$ cat src/rtl/acpi_evt_pkg.sv
package acpi_evt_pkg;
  localparam int ADDR_W = 4;
  localparam int PM1_W  = 16;

  localparam logic [ADDR_W-1:0] A_PM1_STS_LO = 4'h0;
  localparam logic [ADDR_W-1:0] A_PM1_STS_HI = 4'h1;
  localparam logic [ADDR_W-1:0] A_PM1_EN_LO  = 4'h2;
  localparam logic [ADDR_W-1:0] A_PM1_EN_HI  = 4'h3;
  localparam logic [ADDR_W-1:0] A_PM1_CTL    = 4'h4;
  localparam logic [ADDR_W-1:0] A_SMI_CTL    = 4'h5;
  localparam logic [ADDR_W-1:0] A_APM_PORT   = 4'h6;
  localparam int                A_GPE_BASE   = 8;

  localparam int B_TMR    = 0;
  localparam int B_GLBL   = 5;
  localparam int B_PWRBTN = 8;
  localparam int B_RTC    = 10;

  localparam logic [PM1_W-1:0] PM1_EVT_MASK =
      (PM1_W'(1) << B_TMR) | (PM1_W'(1) << B_GLBL) |
      (PM1_W'(1) << B_PWRBTN) | (PM1_W'(1) << B_RTC);

  localparam logic [7:0] CMD_SCI_ON  = 8'hF1;
  localparam logic [7:0] CMD_SCI_OFF = 8'hF0;
  localparam int         SMI_GATE_BIT = 1;

  typedef struct packed {
    logic tmr;
    logic glbl;
    logic pwrbtn;
    logic rtc;
  } pm1_evt_t;
endpackage

$ cat src/rtl/acpi_pm1_regs.sv
module acpi_pm1_regs
  import acpi_evt_pkg::*;
(
  input  logic             clk,
  input  logic             rst_n,
  input  logic             wr_sts_lo,
  input  logic             wr_sts_hi,
  input  logic             wr_en_lo,
  input  logic             wr_en_hi,
  input  logic [7:0]       wdata,
  input  pm1_evt_t         evt,
  output logic [PM1_W-1:0] sts,
  output logic [PM1_W-1:0] en,
  output logic             sci_src,
  output logic             tmr_armed
);
  logic [PM1_W-1:0] clr_v, set_v, sts_nxt, en_nxt;

  assign tmr_armed = en[B_TMR] & ~sts[B_TMR];
  assign sci_src   = |(sts & en & PM1_EVT_MASK);

  always_comb begin
    clr_v = '0;
    if (wr_sts_lo) clr_v[7:0]  = wdata;
    if (wr_sts_hi) clr_v[15:8] = wdata;
    set_v = '0;
    set_v[B_TMR]    = evt.tmr & tmr_armed;
    set_v[B_GLBL]   = evt.glbl;
    set_v[B_PWRBTN] = evt.pwrbtn;
    set_v[B_RTC]    = evt.rtc;
    sts_nxt = ((sts & ~clr_v) | set_v) & PM1_EVT_MASK;
    en_nxt = en;
    if (wr_en_lo) en_nxt[7:0]  = wdata;
    if (wr_en_hi) en_nxt[15:8] = wdata;
    en_nxt = en_nxt & PM1_EVT_MASK;
  end

  always_ff @(posedge clk or negedge rst_n) begin
    if (!rst_n) begin
      sts <= '0;
      en  <= '0;
    end else begin
      sts <= sts_nxt;
      en  <= en_nxt;
    end
  end

  a_r6_armed_overflow_latches: assert property (@(posedge clk) disable iff (!rst_n)
    (evt.tmr && tmr_armed) |=> sts[B_TMR]);
  a_r6_unarmed_overflow_ignored: assert property (@(posedge clk) disable iff (!rst_n)
    (evt.tmr && !en[B_TMR] && !sts[B_TMR]) |=> !sts[B_TMR]);
  a_r9_pwrbtn_latches: assert property (@(posedge clk) disable iff (!rst_n)
    evt.pwrbtn |=> sts[B_PWRBTN]);
  a_r5_rtc_w1c: assert property (@(posedge clk) disable iff (!rst_n)
    (wr_sts_hi && wdata[B_RTC-8] && !evt.rtc) |=> !sts[B_RTC]);
  a_r5_rtc_set_wins: assert property (@(posedge clk) disable iff (!rst_n)
    evt.rtc |=> sts[B_RTC]);
endmodule

$ cat src/rtl/acpi_gpe_block.sv
module acpi_gpe_block #(
  parameter int GPE_BYTES = 2
) (
  input  logic                   clk,
  input  logic                   rst_n,
  input  logic [GPE_BYTES-1:0]   wr_sts,
  input  logic [GPE_BYTES-1:0]   wr_en,
  input  logic [7:0]             wdata,
  input  logic [GPE_BYTES*8-1:0] ev,
  output logic [GPE_BYTES*8-1:0] sts,
  output logic [GPE_BYTES*8-1:0] en,
  output logic                   sci_src
);
  for (genvar g = 0; g < GPE_BYTES; g++) begin : g_byte
    logic [7:0] s_q, e_q;
    always_ff @(posedge clk or negedge rst_n) begin
      if (!rst_n) begin
        s_q <= '0;
        e_q <= '0;
      end else begin
        s_q <= (s_q & ~(wr_sts[g] ? wdata : 8'h00)) | ev[g*8 +: 8];
        if (wr_en[g]) e_q <= wdata;
      end
    end
    assign sts[g*8 +: 8] = s_q;
    assign en[g*8 +: 8]  = e_q;

    a_r4_gpe_event_latches: assert property (@(posedge clk) disable iff (!rst_n)
      ev[g*8] |=> s_q[0]);
    a_r5_gpe_w1c: assert property (@(posedge clk) disable iff (!rst_n)
      (wr_sts[g] && wdata[0] && !ev[g*8]) |=> !s_q[0]);
  end

  // Only byte 0 participates in the interrupt level.
  assign sci_src = |(sts[7:0] & en[7:0]);
endmodule

$ cat src/rtl/acpi_apm_port.sv
module acpi_apm_port
  import acpi_evt_pkg::*;
(
  input  logic       clk,
  input  logic       rst_n,
  input  logic       we,
  input  logic [7:0] wdata,
  input  logic       smi_gate,
  output logic       sci_en,
  output logic [7:0] last_cmd,
  output logic       smi
);
  always_ff @(posedge clk or negedge rst_n) begin
    if (!rst_n) begin
      sci_en   <= 1'b0;
      last_cmd <= '0;
      smi      <= 1'b0;
    end else begin
      smi <= we & smi_gate;
      if (we) begin
        last_cmd <= wdata;
        if (wdata == CMD_SCI_ON)       sci_en <= 1'b1;
        else if (wdata == CMD_SCI_OFF) sci_en <= 1'b0;
      end
    end
  end

  a_r7_cmd_on: assert property (@(posedge clk) disable iff (!rst_n)
    (we && wdata == CMD_SCI_ON) |=> sci_en);
  a_r7_cmd_off: assert property (@(posedge clk) disable iff (!rst_n)
    (we && wdata == CMD_SCI_OFF) |=> !sci_en);
  a_r8_smi_needs_gated_write: assert property (@(posedge clk) disable iff (!rst_n)
    smi |-> $past(we && smi_gate));
  a_r8_smi_follows_write: assert property (@(posedge clk) disable iff (!rst_n)
    (we && smi_gate) |=> smi);
endmodule

$ cat src/rtl/acpi_sci_ctrl.sv
module acpi_sci_ctrl
  import acpi_evt_pkg::*;
#(
  parameter int GPE_BYTES = 2
) (
  input  logic                   clk,
  input  logic                   rst_n,
  input  logic                   bus_valid,
  output logic                   bus_ready,
  input  logic                   bus_write,
  input  logic [3:0]             bus_addr,
  input  logic [7:0]             bus_wdata,
  output logic                   rsp_valid,
  output logic [7:0]             rsp_rdata,
  input  logic                   ev_tmr_ovf,
  input  logic                   ev_glbl,
  input  logic                   ev_pwrbtn,
  input  logic                   ev_rtc,
  input  logic [GPE_BYTES*8-1:0] ev_gpe,
  output logic                   sci,
  output logic                   smi,
  output logic                   tmr_armed
);
  localparam int GPE_BITS = GPE_BYTES * 8;
  localparam int GPE_EN_BASE = A_GPE_BASE + GPE_BYTES;

  logic acc_wr, acc_rd, any_evt;
  logic [PM1_W-1:0] pm1_sts, pm1_en;
  logic [GPE_BITS-1:0] gpe_sts, gpe_en;
  logic [GPE_BYTES-1:0] gpe_wr_sts, gpe_wr_en;
  logic pm1_sci, gpe_sci, sci_en, apm_we;
  logic [7:0] apm_cmd, smi_ctl, rd_mux;
  pm1_evt_t evt;

  assign bus_ready = 1'b1;
  assign acc_wr = bus_valid & bus_write;
  assign acc_rd = bus_valid & ~bus_write;
  assign apm_we = acc_wr && (bus_addr == A_APM_PORT);
  assign evt = '{tmr: ev_tmr_ovf, glbl: ev_glbl, pwrbtn: ev_pwrbtn, rtc: ev_rtc};
  assign any_evt = ev_tmr_ovf | ev_glbl | ev_pwrbtn | ev_rtc | (|ev_gpe);

  for (genvar g = 0; g < GPE_BYTES; g++) begin : g_dec
    assign gpe_wr_sts[g] = acc_wr && (bus_addr == ADDR_W'(A_GPE_BASE + g));
    assign gpe_wr_en[g]  = acc_wr && (bus_addr == ADDR_W'(GPE_EN_BASE + g));
  end

  acpi_pm1_regs u_pm1 (
    .clk       (clk),
    .rst_n     (rst_n),
    .wr_sts_lo (acc_wr && bus_addr == A_PM1_STS_LO),
    .wr_sts_hi (acc_wr && bus_addr == A_PM1_STS_HI),
    .wr_en_lo  (acc_wr && bus_addr == A_PM1_EN_LO),
    .wr_en_hi  (acc_wr && bus_addr == A_PM1_EN_HI),
    .wdata     (bus_wdata),
    .evt       (evt),
    .sts       (pm1_sts),
    .en        (pm1_en),
    .sci_src   (pm1_sci),
    .tmr_armed (tmr_armed)
  );

  acpi_gpe_block #(.GPE_BYTES(GPE_BYTES)) u_gpe (
    .clk     (clk),
    .rst_n   (rst_n),
    .wr_sts  (gpe_wr_sts),
    .wr_en   (gpe_wr_en),
    .wdata   (bus_wdata),
    .ev      (ev_gpe),
    .sts     (gpe_sts),
    .en      (gpe_en),
    .sci_src (gpe_sci)
  );

  acpi_apm_port u_apm (
    .clk      (clk),
    .rst_n    (rst_n),
    .we       (apm_we),
    .wdata    (bus_wdata),
    .smi_gate (smi_ctl[SMI_GATE_BIT]),
    .sci_en   (sci_en),
    .last_cmd (apm_cmd),
    .smi      (smi)
  );

  always_ff @(posedge clk or negedge rst_n) begin
    if (!rst_n) smi_ctl <= '0;
    else if (acc_wr && bus_addr == A_SMI_CTL) smi_ctl <= bus_wdata;
  end

  assign sci = pm1_sci | gpe_sci;

  always_comb begin
    rd_mux = '0;
    case (bus_addr)
      A_PM1_STS_LO: rd_mux = pm1_sts[7:0];
      A_PM1_STS_HI: rd_mux = pm1_sts[15:8];
      A_PM1_EN_LO:  rd_mux = pm1_en[7:0];
      A_PM1_EN_HI:  rd_mux = pm1_en[15:8];
      A_PM1_CTL:    rd_mux = {7'b0, sci_en};
      A_SMI_CTL:    rd_mux = smi_ctl;
      A_APM_PORT:   rd_mux = apm_cmd;
      default:      rd_mux = '0;
    endcase
    for (int i = 0; i < GPE_BYTES; i++) begin
      if (bus_addr == ADDR_W'(A_GPE_BASE + i))  rd_mux = gpe_sts[i*8 +: 8];
      if (bus_addr == ADDR_W'(GPE_EN_BASE + i)) rd_mux = gpe_en[i*8 +: 8];
    end
  end

  always_ff @(posedge clk or negedge rst_n) begin
    if (!rst_n) begin
      rsp_valid <= 1'b0;
      rsp_rdata <= '0;
    end else begin
      rsp_valid <= acc_rd;
      if (acc_rd) rsp_rdata <= rd_mux;
    end
  end

  a_r10_rsp_after_read: assert property (@(posedge clk) disable iff (!rst_n)
    rsp_valid |-> $past(acc_rd));
  a_r10_read_gets_rsp: assert property (@(posedge clk) disable iff (!rst_n)
    acc_rd |=> rsp_valid);
  a_r11_sci_rise_has_cause: assert property (@(posedge clk) disable iff (!rst_n)
    $rose(sci) |-> $past(any_evt || acc_wr));
  a_r11_sci_fall_needs_write: assert property (@(posedge clk) disable iff (!rst_n)
    $fell(sci) |-> $past(acc_wr));
endmodule

$ cat config.mk
export PLATFORM = sky130hd
export DESIGN_NAME = acpi_sci_ctrl
export DESIGN_NICKNAME = d
export VERILOG_FILES = /design/src/rtl/acpi_evt_pkg.sv /design/src/rtl/acpi_pm1_regs.sv /design/src/rtl/acpi_gpe_block.sv /design/src/rtl/acpi_apm_port.sv /design/src/rtl/acpi_sci_ctrl.sv
export SDC_FILE = /design/constraint.sdc
export NUM_CORES = 1
export LEC_CHECK = 0
export ABC_AREA = 1
export BUFFER_PORTS_ARGS = -buffer_cell sky130_fd_sc_hd__buf_4
export CAP_MARGIN = 20
export CORE_MARGIN = 2
export CORE_UTILIZATION = 62
export CTS_CLUSTER_SIZE = 28
export DETAILED_ROUTE_END_ITERATION = 12
export HOLD_SLACK_MARGIN = 0.12
export PLACE_DENSITY = 0.84
export SETUP_SLACK_MARGIN = 0.15
export SLEW_MARGIN = 20
export SYNTH_ARGS = -nofsm -noshare
export SYNTH_HDL_FRONTEND = slang
export SYNTH_HIERARCHICAL = 1
export SYNTH_SLANG_ARGS = --single-unit
export TNS_END_PERCENT = 1
$ cat constraint.sdc
create_clock -name clk -period 2.1 [get_ports clk]
set_input_delay 0.105 -clock clk [delete_from_list [all_inputs] [get_ports clk]]
set_output_delay 0.105 -clock clk [all_outputs]
set_load 0.02 [all_outputs]
# Yosys cells after proc, flatten, opt, wreduce, memory -nomap -nowiden
# Index checks and enable logic that the tools add are counted.
# Widths: inputs -> output; s select.
[totals] register_bits=67 output_inout_bits=13
[op_classes] n_eq_ne=12 muxes=11 bitwise_logic=19 reduce_logical=15
[ops] operator="$mux 8" n=7
[ops] operator="$pmux 8 s7" n=1
[ops] operator="$and 8x8->8" n=3
[ops] operator="$and 11x11->11" n=2
[ops] operator="$eq 4x4->1 const B" n=4
[ops] operator="$eq 8x8->1 const B" n=2
[ops] operator="$not 8->8" n=2
[ops] operator="$or 8x8->8" n=2
[ops] operator="$eq 4x3->1 const B" n=3
[ops] operator="$not 11->11" n=1
[ops] operator="$or 11x11->11" n=1
[ops] operator="$logic_and 1x1->1" n=10
[ops] operator="$eq 4x2->1 const B" n=2
[ops] operator="$reduce_or 8->1" n=1
[ops] operator="$and 1x1->1" n=5
[ops] operator="$eq 4x1->1 const B" n=1
[ops] operator="$logic_not 4->1" n=1
[ops] operator="$reduce_or 4->1" n=1
[ops] operator="$mux 3" n=1
[ops] operator="$mux 1" n=2
[ops] operator="$not 1->1" n=2
[ops] operator="$reduce_and 2->1" n=1
[ops] operator="$reduce_bool 2->1" n=1
[ops] operator="$or 1x1->1" n=1

# Depth between registers and ports, before layout
# Gate-level depths: netlist of the first run.
[logic_depth] word_depth=6 depth_mapped=10 ltp_nobuf=10

# Modules after synthesis
# Netlist of the first run, hierarchy kept.
[by_module_without_submodules] module="acpi_sci_ctrl" instances=1 cells_each=221 area_each_um2=1491.4
[by_module_without_submodules] module="acpi_gpe_block" instances=1 cells_each=131 area_each_um2=1270.0
[by_module_without_submodules] module="acpi_pm1_regs" instances=1 cells_each=71 area_each_um2=534.3
[by_module_without_submodules] module="acpi_apm_port" instances=1 cells_each=45 area_each_um2=417.9

# Worst setup path after synthesis of the first run
# OpenSTA, ideal clock, no wires.
[synth_path] path_type="input to register" start="input port bus_addr[0]" end="register u_apm.sci_en" arrival_ns=1.122 slack_ns=0.865 stages=8 n_path_buf=0 path_cell_list="inv_1 > nand2_2 > nor3_1 > nand2_1 > nor2_2 > nand3_1 > nand2_1 > inv_1"
[synth_between] elab_chain_len=3
[synth_rtl] item="start: declaration" line="acpi_sci_ctrl.sv:11" rtl="input logic [3:0] bus_addr,"
[synth_rtl] item="$eq 4x3->1" line="acpi_sci_ctrl.sv:38" rtl="assign apm_we = acc_wr && (bus_addr == A_APM_PORT);"
[synth_rtl] item="$logic_and 1x1->1" line="acpi_sci_ctrl.sv:38"
[synth_rtl] item="named net apm_we" line="acpi_sci_ctrl.sv:31" rtl="logic pm1_sci, gpe_sci, sci_en, apm_we;"
[synth_rtl] item="$reduce_and 2->1 (no source line)"
[synth_rtl] item="end signal: assignment" line="acpi_apm_port.sv:15" rtl="sci_en <= 1'b0;"
[synth_rtl] item="end signal: assignment" line="acpi_apm_port.sv:22" rtl="if (wdata == CMD_SCI_ON) sci_en <= 1'b1;"
[synth_rtl] item="end signal: assignment" line="acpi_apm_port.sv:23" rtl="else if (wdata == CMD_SCI_OFF) sci_en <= 1'b0;"
[synth_rtl] item="end: declaration" line="acpi_apm_port.sv:9" rtl="output logic sci_en,"
# The timed path passes the listed nets, and every way through them passes these cells.
# A chain may end at the register's enable or synchronous reset.

# Final worst setup path of the first run
[layout_path] start="input port bus_write" end="register u_gpe.g_byte[1].s_q[4]"
[layout_between] elab_chain_len=6
[layout_rtl] item="start: declaration" line="acpi_sci_ctrl.sv:10" rtl="input logic bus_write,"
[layout_rtl] item="$and 1x1->1" line="acpi_sci_ctrl.sv:36" rtl="assign acc_wr = bus_valid & bus_write;"
[layout_rtl] item="$logic_and 1x1->1" line="acpi_sci_ctrl.sv:43" rtl="assign gpe_wr_sts[g] = acc_wr && (bus_addr == ADDR_W'(A_GPE_BASE + g));"
[layout_rtl] item="named net gpe_wr_sts[1]" line="acpi_sci_ctrl.sv:30" rtl="logic [GPE_BYTES-1:0] gpe_wr_sts, gpe_wr_en;"
[layout_rtl] item="$mux 8" line="acpi_gpe_block.sv:21" rtl="s_q <= (s_q & ~(wr_sts[g] ? wdata : 8'h00)) | ev[g*8 +: 8];"
[layout_rtl] item="$not 8->8" line="acpi_gpe_block.sv:21"
[layout_rtl] item="$and 8x8->8" line="acpi_gpe_block.sv:21"
[layout_rtl] item="$or 8x8->8" line="acpi_gpe_block.sv:21"
[layout_rtl] item="end signal: assignment" line="acpi_gpe_block.sv:21"
[layout_rtl] item="end: declaration" line="acpi_gpe_block.sv:15" rtl="logic [7:0] s_q, e_q;"
# The timed path passes the listed nets, and every way through them passes these cells.

==> flow_summary.ini, run 1 <==
[status]
status = finished clean

[timing]
finClkSkew_ps = 3.724
worstMarginPinSlew_ps = 852.1
finalSetupViolations = 0
period_share_pct = 88.12
hold_viol = 0
slew_headroom_pct = 43.20
fin_tns_setup_ps = 0
whs_ps = 273.7
drv_slew = 0
fmax_ghz = 0.5404
min_period_ps = 1851
rsz0062_at_grt = no

[setup_path]
rrSetupSlack_ps = 730
crit_path_end_kind = flop
crit_path_max_fanout = 9
critical_path_class = in -> reg
worst_ep_arrival_time_ps = 2080
r2r-end = u_pm1/sts[0]
crit_required_ps = 2330
setup.worst_path.start_class = input pin
reg2reg_depth = 5
r2r_start = u_pm1/en[0]

[routing]
drc = 0
drt_iter0_drc = 346
via_per_inst = 5.282
first_pass_iters = 6
wirelength_mm = 10.18
ant_nets = 0
wl_per_cell_um = 15.69
vias = 3428

[synthesis]
yosysSeqAreaShare_pct = 45.15
synth_area_um2 = 3714
synthDistinctLibCells = 27
syn_area_per_cell_um2 = 7.935
ys_ff_latch = 67
synthCells = 468
synth_warnings = 6

[layout]
mostFrequentLayoutCell = nand2_1
fin_area_um2 = 4712
drive_above_1_share_pct = 18.12
fin_nets = 607
postLayoutCoreUtil_pct = 80.54
layoutNonFillerInstCount = 649
area_growth_syn_to_layout_pct = 26.89
diodes = 0
final_cell_mix = nand2_1 (152), dfrtp_1 (67), buf_4 (52)

[cts]
clk_pin_slew_worst_paths_ps = 70
cts_tree = done
cts_sinks = 67
htree_levels = 3
cts_buffers = 9
root_buffer = clkbuf_8
clockBufferDepth = 2
insertion_delay_ps = 350

[floorplanning]
die_y_um = 81.39
die_w_um = 81.39
core-area_um2 = 5851
ioPinCount = 49
start_util_pct = 63.47
rows = 28
dieArea_um2 = 6624

[power]
power_frac_seq_pct = 49.8
peakVddDrop_v = 0.0006460
p_leak_nw = 2.305
clockPowerShare_pct = 29.5
p_int_mw = 2.257
switchingPower_uw = 984.0
power_frac_comb_pct = 20.7
switching_share_pct = 30.36
power_density_nw_per_um2 = 687.9

[global_routing]
grt-busiest-layer = met2
grt-ovfl-total = 0
met2_usage_pct = 55.98
grt_pass1_vias = 3413
use_met3_pct = 9.111
met1_usage_pct = 40.57
grt_pass1_wl_mm = 16.19
antenna_found_initial = 0
grt_max_degree = 68
grtUsageTotal_pct = 33.86

[placement]
place_inst = 587
dpl.hpwl_mm = 6.462
routabilityCongestion = 0.8737
dpl_cell_area_um2 = 4051
numPortBuffers = 47

[worst_hold_path]
whs_endpoint = smi_ctl[4]
hp-class = in -> reg
worstHoldStart = bus_valid
hold_depth = 3

[job]
maxCapViolCount = 0
==> cells by family (layout without fill, tap and decap cells) <==
family / count (synthesis) / after routing / synth area share (%)
and+or+nand+nor: 248 / 248 / 30.09
buffers and inverters: 82 / 165 / 11.42
DFF: 67 / 67 / 45.15
AOI/OAI and AO/OA: 58 / 58 / 8.996
muxes: 11 / 11 / 4.144
other: 2 / 25 / 0.2022
==> per-layer routing <==
metal  up-vias  share of wire [%]  wire, um
li1       1646                  -         -
met1      1590                 39      3979
met2       162                 50      5113
met3        30                7.0       714
met4         0                3.7       372
met5         -                  0         0
==> metrics by stage <==
stage,setup WS [ps],power (mW)
floorplan,864.8,1.989
global placement,665.2,2.190
detailed placement,634.7,2.222
CTS,154.3,3.219
global route,188.0,3.401
finish,249.5,3.241
==> worst max-delay path by stage <==
| stage | start | endpoint | cells past startpoint |
|---|---|---|---|
| final | bus_write | u_gpe/g_byte[1].s_q[4] | 8 |
| after global routing | bus_write | u_gpe/g_byte[1].s_q[7] | 8 |
| after CTS | bus_write | u_gpe/g_byte[1].s_q[5] | 8 |
| after detailed placement | bus_addr[1] | u_gpe/g_byte[0].s_q[6] | 7 |
| after global placement | bus_addr[1] | u_gpe/g_byte[0].s_q[3] | 7 |
| after floorplan | bus_addr[0] | u_apm/sci_en | 8 |
==> Yosys cell counts <==
cell type | number | share of area (%)
nand2_1 | 153 | 15
nand2_2 | 4 | 0.67
buf_2 | 3 | 0.40
nor3_1 | 8 | 1.1
nor2_4 | 3 | 0.91
a21o_1 | 16 | 3.2
nand4_1 | 7 | 1.2
or2_2 | 1 | 0.17
nor2_2 | 8 | 1.3
mux2_2 | 3 | 0.91
mux2_4 | 8 | 3.2
nand3_4 | 1 | 0.47
dfrtp_1 | 67 | 45
inv_2 | 4 | 0.40
buf_6 | 2 | 0.61
buf_4 | 26 | 5.3
nor2_1 | 24 | 2.4
nand3_1 | 35 | 4.7
inv_1 | 47 | 4.8
a21oi_2 | 1 | 0.24
nor2_8 | 2 | 1.1
a21oi_1 | 12 | 1.6
o21ai_0 | 24 | 3.2
nand3_2 | 1 | 0.27
o21ai_1 | 5 | 0.67
nand2_4 | 1 | 0.30
conb_1 | 2 | 0.20
==> area by class of cell <==
class | count | area [um^2]
Multi-Input combinational cell | 342 | 1712
Sequential cell | 67 | 1677
Fill cell | 373 | 1139
Timing Repair Buffer | 100 | 870.8
Inverter | 51 | 191.4
Clock buffer | 12 | 155.1
Tap cell | 75 | 93.84
Clock inverter | 2 | 12.51
==> power groups by stage <==
| stage | Sequential [mW] | Combinational, mW | Clock, mW |
|---|---|---|---|
| after CTS | 1.61 | 0.650 | 0.960 |
| after floorplan | 1.63 | 0.360 | 0 |
| after global routing | 1.64 | 0.741 | 1.02 |
| final | 1.62 | 0.670 | 0.956 |
| after detailed placement | 1.63 | 0.588 | 0 |
| after global placement | 1.62 | 0.567 | 0 |
==> sequential cells by signal (all words and copies together) (netlist names), 4 cells and up <==
register	cells
smi_ctl	8
u_pm1/sts	4
rsp_rdata	8
u_gpe/g_byte.e_q	16
u_apm/last_cmd	8
u_pm1/en	4
u_gpe/g_byte.s_q	16
==> worst max-delay path: stages <==
cell and delay [ps]:
dlygate4sd3_1 530, buf_4 150, nand2_4 90, nor3_1 190
buf_4 210, nand2_1 90, a21o_1 160, dlygate4sd3_1 550
==> repair_timing <==
| action | CTS | global route |
|---|---|---|
| endpoints found under the setup margin | 0 | 17 |
| setup buffers | 0 | 0 |
| hold buffers | 48 | 0 |
| hold endpoints to repair | 124 | 0 |
| resized for setup | 0 | 3 |
Power figures use the tool's default switching activity.
==> run 2, diff against run 1 <==
--- a/config.mk
+++ b/config.mk
@@ -9,11 +9,11 @@
 export BUFFER_PORTS_ARGS = -buffer_cell sky130_fd_sc_hd__buf_4
 export CAP_MARGIN = 20
 export CORE_MARGIN = 2
-export CORE_UTILIZATION = 62
+export CORE_UTILIZATION = 58
 export CTS_CLUSTER_SIZE = 28
 export DETAILED_ROUTE_END_ITERATION = 12
-export HOLD_SLACK_MARGIN = 0.12
-export PLACE_DENSITY = 0.84
+export HOLD_SLACK_MARGIN = 0.05
+export PLACE_DENSITY = 0.79
 export SETUP_SLACK_MARGIN = 0.15
 export SLEW_MARGIN = 20
 export SYNTH_ARGS = -nofsm -noshare
==> constraint.sdc (replaced) <==
create_clock -name clk -period 2 [get_ports clk]
set_input_delay 0.1 -clock clk [delete_from_list [all_inputs] [get_ports clk]]
set_output_delay 0.1 -clock clk [all_outputs]
set_load 0.02 [all_outputs]
==> flow_summary.ini, run 2 (synthesis gave the netlist of run 1 again) <==
[status]
status = finished clean

[timing]
fmax_ghz = 0.6107
slew_headroom_pct = 42.47
hold_viol = 0
period_share_pct = 81.87
finalSetupViolations = 0
drv_slew = 0
min_period_ps = 1637
worstMarginPinSlew_ps = 862.9
finClkSkew_ps = 10.51
fin_tns_setup_ps = 0
rsz0062_at_grt = no

[worst_hold_path]
hp-class = in -> reg

[setup_path]
slowest_stage = dlygate4sd3_1
crit_path_max_fanout = 14
crit_top_cell = nand2_1
worst_ep_arrival_time_ps = 1870
critical_path_class = in -> reg
crit_chain = dlygate4sd3_1 -> buf_4 -> nand2_1 -> nor3_1 -> buf_4 -> nand2_1 -> nor2_2 -> nand3_1 -> nand2_1 -> inv_1
crit_required_ps = 2240
crit_path_end_kind = flop
critical_path.max_stage_delay_ps = 540
setup.worst_path.start_class = input pin
critical-path-top-delay-family = buffers and inverters
critPathBufInv = 4

[placement]
numPortBuffers = 47
routabilityCongestion = 0.9167
dpl.hpwl_mm = 6.464

[global_routing]
grt_pass1_vias = 3258
grt_max_degree = 68
antenna_found_initial = 0
grt_pass1_wl_mm = 15.97
grt-ovfl-total = 0
grtUsageTotal_pct = 29.19

[floorplanning]
die_w_um = 84.02
dieArea_um2 = 7059
die_y_um = 84.02
start_util_pct = 59.16
core-area_um2 = 6277
ioPinCount = 49
rows = 29

[cts]
cts_buffers = 9
clockBufferDepth = 2
cts_sinks = 67
clk_pin_slew_worst_paths_ps = 70
root_buffer = clkbuf_8
cts_resized = 0
cts_tree = done
insertion_delay_ps = 340
postCtsSetupBuffers = 0
htree_levels = 3

[power]
power_density_nw_per_um2 = 778.3
p_leak_nw = 2.271
peakVddDrop_v = 0.0006328

[layout]
largestRegisters = u_gpe/g_byte.e_q x16, u_gpe/g_byte.s_q x16
mostFrequentLayoutCell = nand2_1
postLayoutCoreUtil_pct = 71.92
drive_above_1_share_pct = 19.13
fin_nets = 585
diodes = 0
area_growth_syn_to_layout_pct = 21.56
final_cell_mix = nand2_1 (153), dfrtp_1 (67), buf_4 (53)

[routing]
first_pass_iters = 5
wl_per_cell_um = 15.10
wirelength_mm = 9.526
via_per_inst = 5.307
vias = 3349
drc = 0
ant_nets = 0
drt_iter0_drc = 300

[job]
maxCapViolCount = 0
[run 2: worst paths after layout]
kind / start / end / slack, ps / cells past startpoint
max in group asynchronous: rst_n / u_gpe/g_byte[1].s_q[4] / 1010 / 2
worst max register to register: smi_ctl[1] / rsp_rdata[1] / 830 / 6
worst max-delay path: bus_write / u_apm/sci_en / 360 / 10
worst min-delay path: bus_wdata[7] / u_gpe/g_byte[0].e_q[7] / 70 / 3
min in group asynchronous: rst_n / u_pm1/sts[10] / 400 / 2
worst min register to register: u_gpe/g_byte[1].s_q[3] / u_gpe/g_byte[1].s_q[3] / 490 / 1
[run 2: routing by layer]
metal  up-vias  global-route usage, %  wire length, um
met1      1603                  39.24             4053
met4         0                  11.14              175
met2       132                  48.15             4742
li1       1597                      -                -
met5         -                      0                0
met3        17                  4.154              555
[run 2: cell type report]
type	count	area, um^2
repair buffers	78	648.1
clock inverters	6	65.06
flip-flops and latches	67	1677
well taps	77	96.34
multi-input cells	342	1699
fillers	494	1763
clock buffers	10	137.6
inverters	51	191.4
[run 2: tightest hold or removal path: stages]
cell and delay, ps:
buf_4 150, nand2_1 60, o21ai_1 60
[run 2: power by group]
part	internal [mW]	switching, mW
logic	0.292	0.375
clock network	0.610	0.533
registers	1.56	0.149
total	2.46	1.06
[run 2: metrics by stage]
step | setup WS, ps | area (um^2) | hold slack [ps] | cells | total power, mW
after floorplan | 769.8 | 3800 | -195.6 | 491 | 2.088
after global routing | 253.8 | 4514 | 66.16 | 631 | 3.690
after CTS | 380.6 | 4514 | 50.49 | 631 | 3.516
after detailed placement | 582.8 | 4061 | 265.5 | 590 | 2.337
final | 362.5 | 4514 | 72.98 | 631 | 3.513
after global placement | 628.2 | 4061 | 262.2 | 590 | 2.304
[run 2: what timing repair did]
item | in CTS | in global routing
hold buffers | 25 | 0
endpoints found under the hold margin | 91 | 0
endpoints found under the setup margin | 0 | 0
==> run 3, diff against run 2 <==
==> constraint.sdc (replaced) <==
create_clock -name clk -period 1.68 [get_ports clk]
set_input_delay 0.084 -clock clk [delete_from_list [all_inputs] [get_ports clk]]
set_output_delay 0.084 -clock clk [all_outputs]
set_load 0.02 [all_outputs]
==> flow_summary.ini, run 3 (synthesis gave the netlist of run 1 again) <==
[routing]
drc = 0
ant_nets = 0
drt_iter0_drc = 289
via_per_inst = 5.274
wl_per_cell_um = 15.26
wirelength_mm = 9.809
vias = 3391
first_pass_iters = 7

[setup_path]
reg2reg_depth = 6
r2r-end = rsp_rdata[2]
crit_start = u_gpe/g_byte[0].e_q[7]
crit_cells = 6
setup.worst_path.start_class = flop
crit_path_max_fanout = 3
worst_ep_arrival_time_ps = 1430
r2r_start = u_pm1/sts[10]
rrSetupSlack_ps = 460
slowest_stage = dfrtp_1
crit_path_end_kind = output port
cp-endpoint = sci
crit_chain = nand2_1 -> nand2_1 -> nor2_1 -> nand2_1 -> or2_4 -> buf_6
critPathBufInv = 1
crit_top_cell = nand2_1
critical_path_class = reg -> out
crit_required_ps = 1600
critical_path.max_stage_delay_ps = 410
critical-path-top-delay-family = simple AND/OR/NAND/NOR gates

[global_routing]
grt_pass1_vias = 3282
grtUsageTotal_pct = 29.54
grt_pass1_wl_mm = 16.02
grt_max_degree = 43
antenna_found_initial = 0
grt-ovfl-total = 0

[floorplanning]
dieArea_um2 = 7059
rows = 29
die_y_um = 84.02
ioPinCount = 49
core-area_um2 = 6277
die_w_um = 84.02
start_util_pct = 59.16

[cts]
cts_buffers = 9
root_buffer = clkbuf_8
clk_pin_slew_worst_paths_ps = 70
insertion_delay_ps = 340
clockBufferDepth = 2
htree_levels = 3
cts_tree = done
cts_sinks = 67

[timing]
min_period_ps = 1517
whs_ps = 67.17
hold_viol = 0
rsz0062_at_grt = yes
finClkSkew_ps = 5.206
fmax_ghz = 0.6593
finalSetupViolations = 0
drv_slew = 0
fin_tns_setup_ps = 0
period_share_pct = 90.29

[layout]
diodes = 0
final_cell_mix = nand2_1 (153), dfrtp_1 (67), buf_4 (61)
largestRegisters = u_gpe/g_byte.e_q x16, u_gpe/g_byte.s_q x16
area_growth_syn_to_layout_pct = 24.80
drive_above_1_share_pct = 20.14
mostFrequentLayoutCell = nand2_1
fin_nets = 597

[worst_hold_path]
hp-class = in -> reg

[job]
maxCapViolCount = 0

[placement]
routabilityCongestion = 0.8624
dpl.hpwl_mm = 6.493
numPortBuffers = 47

[power]
p_leak_nw = 2.333
power_density_nw_per_um2 = 927.5
peakVddDrop_v = 0.001017

[status]
status = finished clean
run 3: changes by cell type in the layout (fill, tap and decap cells not counted):
cell           previous run  this run
bufinv_16                 1         2
buf_12                    0         1
dlygate4sd3_1            25        27
clkbuf_8                 10         9
clkbuf_1                  0         2
buf_6                     0         1
clkinv_4                  2         0
or2_2                     1         0
or2_4                     0         1
buf_4                    53        61
run 3: power by group:
part / internal (mW) / total, mW / switching (mW) / leakage (nW)
combinational: 0.372 / 0.840 / 0.467 / 1.49
clock: 0.832 / 1.45 / 0.616 / 0.103
sequential: 1.85 / 2.01 / 0.159 / 0.741
run 3: worst min-delay path, cell delays in order:
cell and delay, ps:
buf_4 160, nand2_1 60, o21ai_0 70
run 3: per-layer routing:
layer	share of wire (%)	track usage (%)
met1	42	38.85
met3	7.0	4.451
met5	0	0
met2	49	49.75
met4	2.2	10.85
run 3: area by class of cell:
cell class	instances	area (um^2)
multi-input combinational	342	1702
sequential	67	1677
fill	472	1643
timing repair buffer	90	759.5
inverter	51	191.4
clock buffer	11	131.4
tap	77	96.34
clock inverter	5	77.57
run 3: through the flow:
stage	std cells	total power [mW]	worst slack, ps	area [um^2]	utilization (%)
floorplan	491	2.486	465.8	3800	-
global placement	592	2.752	372.9	4089	65.14
detailed placement	592	2.783	269.6	4089	65.14
CTS	640	4.280	163.6	4612	73.47
global route	643	4.503	130.9	4634	73.83
finish	643	4.299	163.2	4634	73.83
run 3: how the worst min path moves through the flow:
stage	start	depth (start not counted)	to	slack (ps)
after floorplan	rst_n	0	rsp_rdata[0]	-210
after global placement	rst_n	1	u_pm1/sts[10]	30
after detailed placement	rst_n	1	u_pm1/sts[10]	30
after CTS	bus_wdata[1]	3	u_gpe/g_byte[1].e_q[1]	60
after global routing	bus_wdata[1]	3	u_gpe/g_byte[0].e_q[1]	50
final	bus_wdata[1]	3	u_gpe/g_byte[1].e_q[1]	70
run 3: what timing repair did:
| action | in CTS | in global routing |
|---|---|---|
| setup endpoints to repair | 1 | 1 |
| gates resized for setup | 2 | 0 |
| hold buffers | 27 | 0 |
| pin swaps | 4 | 5 |
| hold endpoints to repair | 95 | 0 |
| buffers inserted | 5 | 3 |
